`src/rtl/hall_sine_sequencer.sv`:
```
module hall_sine_sequencer #(
  parameter int CNT_W         = 16,
  parameter int IDX_W         = 5,
  parameter int EDGES_TO_SINE = 6,
  parameter int FAST_IVL      = 1000
) (
  input  logic             clk,
  input  logic             rst_n,
  input  logic             hall_u,
  input  logic             hall_v,
  input  logic             hall_w,
  input  logic             dir_ccw,
  output logic [IDX_W-1:0] sample_idx,
  output logic             sine_mode,
  output logic             drive_en,
  output logic             hall_fault,
  output logic [2:0]       sector
);
  localparam logic [CNT_W-1:0] CNT_MAX = {CNT_W{1'b1}};
  localparam int EN_W = $clog2(EDGES_TO_SINE + 1);
  localparam logic [EN_W-1:0] EDGE_GOAL = EN_W'(EDGES_TO_SINE);
  localparam logic [CNT_W-1:0] FAST_LIM = CNT_W'(FAST_IVL);

  typedef enum logic {M_RECT, M_SINE} mode_t;

  logic [2:0]       pat, h_q;
  logic             trans, pat_bad, ivl_sat, ivl_ok, u_fall;
  logic [CNT_W-1:0] ivl_cnt, last_ivl, step_per, step_cnt, shifted;
  logic [EN_W-1:0]  edge_n;
  mode_t            mode;
  logic [2:0]       cw_sec;

  assign pat     = {hall_w, hall_v, hall_u};
  assign trans   = pat != h_q;
  assign pat_bad = (pat == 3'b000) || (pat == 3'b111);
  assign ivl_sat = ivl_cnt == CNT_MAX;
  assign ivl_ok  = !ivl_sat && (ivl_cnt >= FAST_LIM);
  assign u_fall  = h_q[0] && !pat[0];
  assign shifted = last_ivl >> IDX_W;
  assign step_per = (shifted == '0) ? CNT_W'(1) : shifted;

  always_ff @(posedge clk) begin
    if (!rst_n) begin
      h_q      <= 3'b000;
      ivl_cnt  <= CNT_MAX;
      last_ivl <= CNT_MAX;
    end else begin
      h_q <= pat;
      if (trans) begin
        if (!ivl_sat) last_ivl <= ivl_cnt;
        ivl_cnt <= CNT_W'(1);
      end else if (!ivl_sat) begin
        ivl_cnt <= ivl_cnt + 1'b1;
      end
    end
  end

  always_ff @(posedge clk) begin
    if (!rst_n) begin
      sample_idx <= '0;
      step_cnt   <= '0;
    end else if (trans) begin
      sample_idx <= '0;
      step_cnt   <= '0;
    end else if ({1'b0, step_cnt} + 1'b1 >= {1'b0, step_per}) begin
      sample_idx <= sample_idx + 1'b1;
      step_cnt   <= '0;
    end else begin
      step_cnt   <= step_cnt + 1'b1;
    end
  end

  always_ff @(posedge clk) begin
    if (!rst_n) begin
      mode   <= M_RECT;
      edge_n <= '0;
    end else if (trans && pat_bad) begin
      mode   <= M_RECT;
      edge_n <= '0;
    end else if (trans) begin
      if (!ivl_ok) begin
        mode   <= M_RECT;
        edge_n <= '0;
      end else if (mode == M_RECT) begin
        if (edge_n == EDGE_GOAL && u_fall) mode <= M_SINE;
        else if (edge_n != EDGE_GOAL)      edge_n <= edge_n + 1'b1;
      end
    end else if (ivl_sat) begin
      mode   <= M_RECT;
      edge_n <= '0;
    end
  end

  always_comb begin
    case (h_q)
      3'b001:  cw_sec = 3'd0;
      3'b011:  cw_sec = 3'd1;
      3'b010:  cw_sec = 3'd2;
      3'b110:  cw_sec = 3'd3;
      3'b100:  cw_sec = 3'd4;
      3'b101:  cw_sec = 3'd5;
      default: cw_sec = 3'd7;
    endcase
  end

  assign hall_fault = (h_q == 3'b000) || (h_q == 3'b111);
  assign drive_en   = !hall_fault;
  assign sine_mode  = (mode == M_SINE);
  assign sector     = hall_fault ? 3'd7 :
                      (!dir_ccw || cw_sec == 3'd0) ? cw_sec : 3'd6 - cw_sec;

  p_idx_zero_after_edge_r3: assert property (@(posedge clk) disable iff (!rst_n)
    trans |=> sample_idx == '0);

  p_idx_steps_by_one_r2: assert property (@(posedge clk) disable iff (!rst_n)
    !$stable(sample_idx) |-> (sample_idx == '0) || (sample_idx == $past(sample_idx) + 1'b1));

  p_sine_on_u_fall_r5: assert property (@(posedge clk) disable iff (!rst_n)
    $rose(sine_mode) |-> (h_q[0] == 1'b0) && $past(hall_u) == 1'b0 && $past(h_q[0]) == 1'b1);

  p_fault_blocks_sine_r7: assert property (@(posedge clk) disable iff (!rst_n)
    hall_fault |-> !sine_mode && !drive_en && sector == 3'd7);

  p_counter_holds_r4: assert property (@(posedge clk) disable iff (!rst_n)
    ($past(ivl_cnt) == CNT_MAX && !$past(trans)) |-> ivl_cnt == CNT_MAX);

  p_sat_leaves_sine_r4: assert property (@(posedge clk) disable iff (!rst_n)
    ivl_sat |=> !sine_mode);
endmodule

```
`config.mk`:
```
export PLATFORM = sky130hd
export DESIGN_NAME = hall_sine_sequencer
export DESIGN_NICKNAME = d
export VERILOG_FILES = /design/src/rtl/hall_sine_sequencer.sv
export SDC_FILE = /design/constraint.sdc
export NUM_CORES = 1
export LEC_CHECK = 0
export ABC_AREA = 1
export CAP_MARGIN = 15
export CORE_UTILIZATION = 51
export CTS_BUF_LIST = sky130_fd_sc_hd__clkbuf_8
export CTS_CLUSTER_DIAMETER = 80
export DETAILED_ROUTE_END_ITERATION = 12
export GPL_ROUTABILITY_DRIVEN = 0
export PLACE_DENSITY = 0.79
export SYNTH_ARGS = -nofsm -noshare
export SYNTH_HDL_FRONTEND = slang
export SYNTH_SLANG_ARGS = --single-unit
export TNS_END_PERCENT = 20
```
`constraint.sdc`:
```
create_clock -name clk -period 2.6 [get_ports clk]
set_input_delay 0.26 -clock clk [delete_from_list [all_inputs] [get_ports clk]]
set_output_delay 0.26 -clock clk [all_outputs]
set_load 0.05 [all_outputs]
```
==> flow_summary.toml <==
[pwr]
p_total_mw = 1.69
peakVddDrop_mv = 0.283
power_leakage_nw = 1.77
power_density_nw_per_um2 = 470

[global_routing]
antenna_found_initial = 0
grt_pass1_wl_um = 10800
grt_max_degree = 23
track_usage = 0.210
grt-ovfl-total = 0
grt_pass1_vias = 2654

[place]
placed_cells = 550
port_buffers = 16
dpl.hpwl_um = 4920
dpl_cell_area_sq_um = 3450

[cts]
htreeDepth = 2
cts_tree = "yes"
clkSinkCount = 55
hold_buffers = 0
numCtsBuffers = 5
root_buffer = "clkbuf_8"
clkTransAtPathRegs_ns = 0.10
clk_latency_ns = 0.32
clock_path_buffers = 2

[min_path]
holdPathEnd = "sine_mode"
hold_depth = 2
holdCritPathClass = "reg2reg"
worstHoldStart = "sine_mode"

[timing]
fin_worst_skew_ns = 0.00694
min_period_over_period = 0.949
worst_slew_pin_slew_ns = 0.500
clock.fmax_mhz = 405
grt_setup_unrepaired = "true"
slew_headroom = 0.666
post-route-min-period_ns = 2.47
setup_viol = 0
slew_viol_final = 0
whs_ns = 0.486
finalHoldViolCount = 0

[finish]
final_nets = 510
antennaDiodeCount = 0
final_area_sq_um = 3590
drive_above_1_share = 0.109
final_cell_mix = "116 x nand2_1, 66 x inv_1, 53 x dfxtp_1"
layout_commonest_cell = "nand2_1"
fin_cells = 560
syn_to_final_growth_pct = 13.0
fillers = 545

[logic_synthesis]
avgSynthCellArea_sq_um = 6.97
ys_seq_area_frac = 0.346
ys_types = 37
ys_ff_latch = 55
synth-edff-count = 0
netlist_area_sq_um = 3180
yosys_warnings = 0
async_reset_ff_frac = 0
synthCells = 456
yosys_most_used_dff = "dfxtp_1"

[drt]
drc = 0
ant_nets = 0
wire_per_inst_um = 11.4
vias = 2850
finalWirelength_um = 6370
drt-initial-drc-count = 101
first_pass_iters = 4
drt-vias-per-instance = 5.09

[die]
row_count = 28
die_h_um = 80.9
die_x_um = 80.9
core_sq_um = 5960
start_util = 0.534
ioPinCount = 17
fp.dieArea_sq_um = 6550

[worst_setup_path]
reg2reg_from = "step_cnt[0]"
crit_path_top_delay_cell = "dfxtp_2"
reg2regPathDepth = 14
r2r-end = "step_cnt[9]"
path_cells = "ha_1, nand2_2, nor2_4, nand3_2, xor2_2, ha_1, a21o_1, nor2_1, nand2_1, nor2_1, nor2_2, nor2_4, nand3_2, nor2_2"
required_ns = 2.85
crit_type = "reg2reg"
critPathMaxFanout = 5
crit_arrival_ns = 2.72
r2r_slack_ns = 0.13
end_kind = "register"
max_stage_delay_ns = 0.36
cp-start-kind = "register"

[run_status]
status = "completed"

[run]
cap_violations = 0
[registers in the layout, summed over array words and instances, names as in the netlist]
signal      cells
edge_n          3
step_cnt       16
h_q             3
sine_mode       1
ivl_cnt        16
sample_idx      5
last_ivl       11
[cell usage after synthesis (3+ instances only)]
master	instances	share of area
nand2_1	117	0.14
a21oi_1	12	0.019
o21ai_0	15	0.024
clkbuf_1	3	0.0035
o211ai_1	14	0.033
nand4_1	10	0.020
ha_1	20	0.079
inv_2	3	0.0035
buf_2	3	0.0047
xnor2_1	5	0.014
nor2_2	15	0.030
nor2_1	48	0.057
dfxtp_1	55	0.35
nor3_1	4	0.0063
nor2_4	3	0.011
inv_1	66	0.078
xor2_1	9	0.025
nand3_1	30	0.047
[kinds of logic after synthesis]
kind of cell             share of synthesized area
AO/OA/AOI/OAI                               0.0996
XOR/XNOR                                    0.0386
adder cells (fa/ha/maj)                     0.0787
buffers and inverters                       0.0933
flip-flops                                   0.346
other                                      0.00118
AND/OR/NAND/NOR                              0.342
[critical path: cells and delay by family (launching register included)]
family / cells / cell delay, ns
AND/OR/NAND/NOR: 10 / 1.20
AO/OA/AOI/OAI: 1 / 0.18
flip-flops: 1 / 0.36
adder cells (fa/ha/maj): 2 / 0.50
XOR/XNOR: 1 / 0.16
[metrics by stage]
stage	util	setup TNS [ns]	setup WS, ns
final	0.603	0	0.132
after global routing	0.603	-0.190	-0.0601
after CTS	0.596	0	0.0211
after detailed placement	0.579	-0.0419	-0.0419
after global placement	0.579	0	0.0695
after floorplan	-	0	0.102
[power by group]
group / internal (mW) / leakage [nW] / total, mW / switching, mW
logic: 0.0970 / 1.26 / 0.274 / 0.177
registers: 0.889 / 0.456 / 0.931 / 0.0418
clock network: 0.195 / 0.0489 / 0.484 / 0.289
[metal layers]
layer  up-vias  wire [um]  global-route usage
met3        13        146              0.0371
li1       1509          -                   -
met1      1288       2860               0.236
met4         0        141              0.0946
met2        40       3220               0.382
met5         -          0                   0
[worst max path at each step]
stage               cells past startpoint  slack, ns   startpoint             to
CTS                                    16       0.02  step_cnt[0]  sample_idx[0]
floorplan                               4       0.10       h_q[2]      sector[1]
detailed placement                     14      -0.04  step_cnt[0]    step_cnt[2]
global placement                       14       0.07  step_cnt[0]    step_cnt[2]
finish                                 14       0.13  step_cnt[0]    step_cnt[9]
global route                           16      -0.06  step_cnt[0]  sample_idx[3]
[repair_timing]
item,CTS,global route
resized for setup,1,8
endpoints found under the setup margin,1,16
cloned,0,1
buffers inserted,0,1
pin swaps,0,3
[layout make-up]
cell class                      instances  area (sq um)  share of cell area
Multi-Input combinational cell        330          1840               0.511
Inverter                               69           259              0.0721
Timing Repair Buffer                   23           208              0.0578
Sequential cell                        55          1100               0.307
Clock inverter                          3          22.5             0.00627
Clock buffer                            5          68.8              0.0192
Tap cell                               75          93.8              0.0261
Power figures use the tool's default switching activity.
